### config.mk
export PLATFORM = sky130hd
export DESIGN_NAME = flash_seq
export DESIGN_NICKNAME = d
export VERILOG_FILES = /design/src/rtl/flash_seq_pkg.sv /design/src/rtl/flash_seq_range.sv /design/src/rtl/flash_seq_timer.sv /design/src/rtl/flash_seq.sv
export SDC_FILE = /design/constraint.sdc
export NUM_CORES = 1
export LEC_CHECK = 0
export BUFFER_PORTS_ARGS = -buffer_cell sky130_fd_sc_hd__buf_2
export CORE_MARGIN = 3
export CORE_UTILIZATION = 46
export DETAILED_ROUTE_END_ITERATION = 6
export PLACE_DENSITY = 0.77
export SYNTH_ARGS = -nofsm -noshare
export SYNTH_HDL_FRONTEND = slang
export SYNTH_HIERARCHICAL = 1
export SYNTH_SLANG_ARGS = --single-unit
export TNS_END_PERCENT = 50
### constraint.sdc
create_clock -name clk -period 3.83 [get_ports clk]
set_clock_uncertainty 0.15 [all_clocks]
set_input_delay 0.383 -clock clk [delete_from_list [all_inputs] [get_ports clk]]
set_output_delay 0.383 -clock clk [all_outputs]
set_load 0.03 [all_outputs]
### src/rtl/flash_seq_pkg.sv
package flash_seq_pkg;

    localparam int NSECT      = 8;
    localparam int ADDR_W     = 19;
    localparam int OFF_W      = 20;
    localparam int ERR_W      = 5;
    localparam int UNIT_BYTES = 16384;
    localparam int MAX_UNITS  = 8;

    localparam int E_OPFAIL = 0;
    localparam int E_SIZE   = 1;
    localparam int E_PROT   = 2;
    localparam int E_SEQ    = 3;
    localparam int E_PARAM  = 4;

    typedef enum logic [1:0] {
        PS_BYTE  = 2'b00,
        PS_HALF  = 2'b01,
        PS_WORD  = 2'b10,
        PS_DWORD = 2'b11
    } psize_e;

    typedef struct packed {
        logic       pg;
        psize_e     psize;
        logic       ser;
        logic [3:0] snb;
    } ctrl_t;

    // size of sector i in 16 KiB units
    function automatic int sect_units(input int i);
        if (i < 4)       return 1;
        else if (i == 4) return 4;
        else             return MAX_UNITS;
    endfunction

    function automatic logic [OFF_W-1:0] sect_base(input int i);
        if (i < 4)       return OFF_W'(i * UNIT_BYTES);
        else if (i == 4) return OFF_W'(4 * UNIT_BYTES);
        else             return OFF_W'((i - 4) * MAX_UNITS * UNIT_BYTES);
    endfunction

    function automatic logic [OFF_W:0] sect_end(input int i);
        return {1'b0, sect_base(i)} + (OFF_W+1)'(sect_units(i) * UNIT_BYTES);
    endfunction

    function automatic logic [2:0] sect_of(input logic [ADDR_W-1:0] a);
        if (a[18:16] == 3'b000)      return {1'b0, a[15:14]};
        else if (a[18:17] == 2'b00)  return 3'd4;
        else                         return 3'd4 + {1'b0, a[18:17]};
    endfunction

endpackage

### src/rtl/flash_seq_range.sv
module flash_seq_range
    import flash_seq_pkg::*;
(
    input  logic             clk,
    input  logic             rst,
    input  logic             req,
    input  logic [OFF_W-1:0] off,
    input  logic [OFF_W-1:0] size,
    output logic             bad_now,
    output logic             done,
    output logic             ok,
    output logic [2:0]       first,
    output logic [2:0]       last
);
    logic           hit_s, hit_e;
    logic [2:0]     s_idx, e_idx;
    logic [OFF_W:0] end_sum;

    always_comb begin
        hit_s   = 1'b0;
        hit_e   = 1'b0;
        s_idx   = '0;
        e_idx   = '0;
        end_sum = {1'b0, off} + {1'b0, size};
        for (int i = 0; i < NSECT; i++) begin
            if (off == sect_base(i)) begin
                hit_s = 1'b1;
                s_idx = 3'(i);
            end
        end
        for (int j = 0; j < NSECT; j++) begin
            if (hit_s && (j >= int'(s_idx)) && (end_sum == sect_end(j))) begin
                hit_e = 1'b1;
                e_idx = 3'(j);
            end
        end
    end

    assign bad_now = req & ~hit_e;

    always_ff @(posedge clk) begin
        if (rst) begin
            done  <= 1'b0;
            ok    <= 1'b0;
            first <= '0;
            last  <= '0;
        end else begin
            done <= req;
            if (req) begin
                ok    <= hit_e;
                first <= hit_e ? s_idx : 3'd0;
                last  <= hit_e ? e_idx : 3'd0;
            end
        end
    end
endmodule

### src/rtl/flash_seq_timer.sv
module flash_seq_timer #(
    parameter int CW = 8
) (
    input  logic          clk,
    input  logic          rst,
    input  logic          load,
    input  logic [CW-1:0] load_val,
    output logic          busy
);
    logic [CW-1:0] cnt;

    always_ff @(posedge clk) begin
        if (rst)             cnt <= '0;
        else if (load)       cnt <= load_val;
        else if (cnt != '0)  cnt <= cnt - 1'b1;
    end

    assign busy = (cnt != '0);
endmodule

### src/rtl/flash_seq.sv
module flash_seq
    import flash_seq_pkg::*;
#(
    parameter int PROG_LAT       = 8,
    parameter int ERASE_UNIT_LAT = 16
) (
    input  logic              clk,
    input  logic              rst,
    input  logic              ctrl_we,
    input  logic              ctrl_pg,
    input  logic [1:0]        ctrl_psize,
    input  logic              ctrl_ser,
    input  logic [3:0]        ctrl_snb,
    input  logic              ctrl_start,
    input  logic              word_we,
    input  logic [18:0]       word_addr,
    input  logic [31:0]       word_data,
    input  logic [7:0]        wp_mask,
    input  logic              rng_req,
    input  logic [19:0]       rng_off,
    input  logic [19:0]       rng_size,
    input  logic              clr_we,
    input  logic [4:0]        clr_mask,
    output logic              busy,
    output logic [4:0]        err,
    output logic              rng_done,
    output logic              rng_ok,
    output logic [2:0]        rng_first,
    output logic [2:0]        rng_last,
    output logic              arr_prog_stb,
    output logic              arr_erase_stb,
    output logic [18:0]       arr_addr,
    output logic [31:0]       arr_data,
    output logic [2:0]        arr_sector
);
    localparam int ERASE_MAX = ERASE_UNIT_LAT * MAX_UNITS;
    localparam int MAX_LAT   = (PROG_LAT > ERASE_MAX) ? PROG_LAT : ERASE_MAX;
    localparam int CW        = $clog2(MAX_LAT + 1);

    ctrl_t            cr;
    logic [ERR_W-1:0] err_q, err_set, err_keep;
    logic             rng_bad;
    logic             e_req, e_snb_bad, e_prot, e_go;
    logic             w_req, w_busy, w_size_ok, w_prot, w_go;
    logic [2:0]       e_sec, w_sec;
    logic             tmr_load;
    logic [CW-1:0]    tmr_val;

    flash_seq_range u_range (
        .clk     (clk),
        .rst     (rst),
        .req     (rng_req),
        .off     (rng_off),
        .size    (rng_size),
        .bad_now (rng_bad),
        .done    (rng_done),
        .ok      (rng_ok),
        .first   (rng_first),
        .last    (rng_last)
    );

    flash_seq_timer #(.CW(CW)) u_timer (
        .clk      (clk),
        .rst      (rst),
        .load     (tmr_load),
        .load_val (tmr_val),
        .busy     (busy)
    );

    // control fields
    always_ff @(posedge clk) begin
        if (rst) begin
            cr <= '{pg: 1'b0, psize: PS_BYTE, ser: 1'b0, snb: 4'd0};
        end else if (ctrl_we) begin
            cr <= '{pg: ctrl_pg, psize: psize_e'(ctrl_psize), ser: ctrl_ser, snb: ctrl_snb};
        end
    end

    // request decode; erase is judged first so a program in the same cycle sees it as busy
    always_comb begin
        e_sec     = cr.snb[2:0];
        e_req     = ctrl_start & cr.ser;
        e_snb_bad = cr.snb[3];
        e_prot    = wp_mask[e_sec];
        e_go      = e_req & ~busy & ~e_snb_bad & ~e_prot;

        w_sec     = sect_of(word_addr);
        w_req     = word_we & cr.pg;
        w_busy    = busy | e_go;
        w_size_ok = (cr.psize == PS_WORD);
        w_prot    = wp_mask[w_sec];
        w_go      = w_req & ~w_busy & w_size_ok & ~w_prot;

        err_set           = '0;
        err_set[E_OPFAIL] = e_req & ~busy & e_snb_bad;
        err_set[E_SIZE]   = w_req & ~w_busy & ~w_size_ok;
        err_set[E_PROT]   = (e_req & ~busy & ~e_snb_bad & e_prot)
                          | (w_req & ~w_busy & w_size_ok & w_prot);
        err_set[E_SEQ]    = (e_req & busy) | (w_req & w_busy);
        err_set[E_PARAM]  = rng_bad;

        err_keep = err_q & ~(clr_we ? clr_mask : '0);

        tmr_load = e_go | w_go;
        tmr_val  = e_go ? CW'(ERASE_UNIT_LAT * sect_units(int'(e_sec))) : CW'(PROG_LAT);
    end

    always_ff @(posedge clk) begin
        if (rst) begin
            err_q         <= '0;
            arr_prog_stb  <= 1'b0;
            arr_erase_stb <= 1'b0;
            arr_addr      <= '0;
            arr_data      <= '0;
            arr_sector    <= '0;
        end else begin
            err_q         <= err_keep | err_set;
            arr_prog_stb  <= w_go;
            arr_erase_stb <= e_go;
            if (w_go) begin
                arr_addr <= word_addr;
                arr_data <= word_data;
            end
            if (e_go) arr_sector <= e_sec;
        end
    end

    assign err = err_q;
endmodule

==> out/results.tsv <==
stage	metric	value	unit
clocking	CTS sink count	85	
yosys	Syn Area/Cell	8.94	um2
grt	routing usage on met3	5.39	%
routing	number of remaining DRC errors	0	
timing	Slew HR	55.8	%
yosys	Synth top area share	31.5	%
power	leak pwr	2.92	nW
grt	grt met2 use	35.8	%
worst_setup_path	Worst R2R End	arr_data[23]	
yosys	Gate Count Post-Synth	604	
yosys	number of synthesized register bits	85	
worst_setup_path	reg-to-reg slack, setup	0.60	ns
worst_setup_path	r2r startpoint	u_timer/cnt[4]	
power	PwrDens	381	nW/um2
timing	period utilization	94.4	%
floorplan	Die ar.	13100	um2
floorplan	IO Count	189	
floorplan	Die Span Y	114	um
routing	DRT Pass-1 Iters	5	
floorplan	die width	114	um
grt	vias in the first global route	4868	
clocking	CTS Buf Count	9	
hold_path	Hold Path Origin	ctrl_ser	
clocking	Clock Path Buffers	2	
yosys	most frequent cells after synthesis	nand2b_1 (108), dfxtp_1 (85), mux2i_1 (66)	
timing	RSZ-0062 raised after global routing	no	
worst_setup_path	critical path's slowest cell	or4_4	
clocking	post-CTS sizing	0	
cells_and_area	Area Overhead vs Synth	24.1	%
yosys	library cells used by synthesis	72	
yosys	count leader, synth	nand2b_1	
placement	routability cong.	0.894	
timing	Peak Freq	276	MHz
timing	Worst-Margin Slew	0.662	ns
clocking	clock transition at the registers of the reported paths	0.06	ns
timing	post-layout minimum cycle time	3.62	ns
timing	Hold WS	0.132	ns
worst_setup_path	Critical Path Fanout Max	2	
routing	DR iter-0 viols	298	
clocking	# Post-CTS Setup Buffers	0	
grt	antenna violations before repair	0	
worst_setup_path	CP Capture Type	flip-flop	
clocking	H-tree Lvls	3	
worst_setup_path	Top delay family on crit path	simple AND/OR/NAND/NOR gates	
worst_setup_path	WP data arrival	3.67	ns
hold_path	hold depth	3	
routing	DR WL/cell	15.0	um
timing	sum of negative setup slack	0	ns
yosys	top_reg_cell synth	dfxtp_1	
grt	largest net degree at the start of global routing	103	
run_status	status	finished clean	
grt	GR met1 Demand/Resource	25.4	%
worst_setup_path	crit path launch type	primary input	
yosys	Async S/R FF share, synth	0	%
clocking	worst skew pair latency	0.34	ns
floorplan	Starting Density	48.3	%
floorplan	Core ar.	11200	um2
worst_setup_path	Setup CP Type	in -> reg	
hold_path	HP Class	in -> reg	
placement	hpwl dp	11100	um
yosys	number of synthesis warnings	6	
timing	max-slew violations	0	
timing	final setup violating endpoints	0	
yosys	Synth Cell Area	5400	um2
grt	grt ovf	0	
worst_setup_path	CP max stage delay	0.54	ns
cells_and_area	NumNets Final	934	
timing	Final Hold Vio Count	0	
cells_and_area	# diodes	0	
grt	first-pass GRT wire length	22200	um
placement	IO Port Bufs	188	
yosys	sequential share of the synthesized area	31.5	%
worst_setup_path	worst r2r path cells	7	
power	Power, Total	0.00256	W
worst_setup_path	Critical Path RT	3.88	ns
routing	Via density	5.42	
grt	GRT Util Overall	20.7	%
yosys	top post-synthesis cells by area	dfxtp_1 (32%), nand2b_1 (13%), mux2i_1 (12%)	
flow_run	Max Cap Violations	0	
cells_and_area	layout cells sized above 1	30.2	%
yosys	largest area contributor in the netlist	dfxtp_1	
routing	antenna-violating nets left	0	
floorplan	Cell Rows	38	
power	Worst VDD drop	0.000303	V
grt	busiest grt layer	met2	
clocking	CTS tree	done	
routing	drt total wl	14000	um
routing	vias post-DR	5080	
clocking	post-cts hold buffer count	0	
worst_setup_path	critical path, cell by cell	buf_2 -> ha_1 -> fa_1 -> a211oi_4 -> o21ai_2 -> a31oi_2 -> xnor2_1 -> or4_1 -> or4_4 -> nor4_4 -> inv_1 -> o21a_1 -> a21oi_1 -> nor2_1	
yosys	EDFF count, synth	0	
hold_path	WHS Endpoint	cr[4]	
worst_setup_path	WP buf/inv	2	
clocking	Clock Tree Root	clkbuf_16	
==> power breakdown <==
part	internal, W	switching (W)	total [W]
Clock	0.000461	0.000356	0.000817
Sequential	0.000932	0.0000474	0.000979
Combinational	0.000355	0.000405	0.000760
==> placed cells by master (no fill, tap or decap), drive strengths merged, types with 3 or more instances in the layout <==
| cell | netlist | final |
|---|---|---|
| a21oi | 29 | 29 |
| buf | 10 | 201 |
| xnor2 | 12 | 12 |
| xor2 | 8 | 8 |
| nand3 | 18 | 18 |
| or3 | 5 | 5 |
| o21ai | 16 | 16 |
| mux2 | 6 | 6 |
| a31oi | 5 | 5 |
| nor2 | 33 | 33 |
| a211oi | 6 | 6 |
| o211ai | 7 | 7 |
| conb | 1 | 4 |
| dfxtp | 85 | 85 |
| and2 | 4 | 4 |
| a22oi | 5 | 5 |
| clkbuf | 16 | 10 |
| ha | 22 | 22 |
| and3 | 3 | 3 |
| mux2i | 66 | 66 |
| nor2b | 5 | 5 |
| nor3 | 11 | 11 |
| inv | 15 | 17 |
| o21a | 5 | 5 |
| nand2 | 43 | 43 |
| or4 | 6 | 6 |
| o32ai | 5 | 5 |
| nor4 | 8 | 8 |
| a21o | 5 | 5 |
| nand2b | 108 | 108 |
==> worst register-to-register path, stage by stage (launching register included) <==
cell	delay (ns)
dfxtp_1	0.33
or4_4	0.57
nor4b_4	0.42
inv_2	0.16
or3_1	0.47
nor3b_4	0.39
buf_12	0.35
mux2i_1	0.31
==> sequential cells by signal (all words and copies together), names as in the netlist <==
register	count
cr	8
u_timer/cnt	8
err	5
u_range/done	1
arr_sector	3
arr_prog_stb	1
u_range/ok	1
u_range/first	3
arr_data	32
arr_erase_stb	1
u_range/last	3
arr_addr	19
==> routing by layer <==
layer / vias to the layer above / wire (um)
met5: - / 0
li1: 2517 / -
met2: 188 / 6870
met3: 28 / 1010
met4: 0 / 297
met1: 2347 / 5870
==> metrics by stage <==
step	worst slack, ns	util [%]	instance area, um2	std cells
finish	0.213	60.0	6700	937
global route	0.0144	60.0	6700	937
CTS	0.198	60.0	6700	937
detailed placement	-0.152	57.4	6410	921
global placement	-0.0736	57.4	6410	921
floorplan	0.0716	-	5410	607
==> layout make-up <==
class                   instances  area (um2)
fillers                       999        4470
well taps                     140         175
clock inverters                 6        46.3
clock buffers                  10         239
inverters                      15        56.3
multi-input cells             480        3430
repair buffers                201        1050
flip-flops and latches         85        1700
==> how the worst max path moves through the flow <==
| stage | cells past startpoint | from | endpoint |
|---|---|---|---|
| after floorplan | 13 | rng_off[0] | err[4] |
| after global placement | 14 | rng_off[0] | err[4] |
| after detailed placement | 14 | rng_off[0] | err[4] |
| after CTS | 14 | rng_off[0] | err[4] |
| after global routing | 14 | rng_off[0] | err[4] |
| final | 14 | rng_off[0] | err[4] |
==> cell families (layout without fill, tap and decap cells) <==
| family | Yosys count | in the layout | share of synthesized area (%) |
|---|---|---|---|
| simple gates | 255 | 255 | 26.6 |
| flops | 85 | 85 | 31.5 |
| xor+xnor | 20 | 20 | 3.24 |
| buf+inv | 42 | 232 | 5.28 |
| other cells | 1 | 4 | 0.0694 |
| mux | 74 | 74 | 14.3 |
| compound gates | 104 | 104 | 13.5 |
| fa+ha+maj | 23 | 23 | 5.47 |
Power figures use the tool's default switching activity.
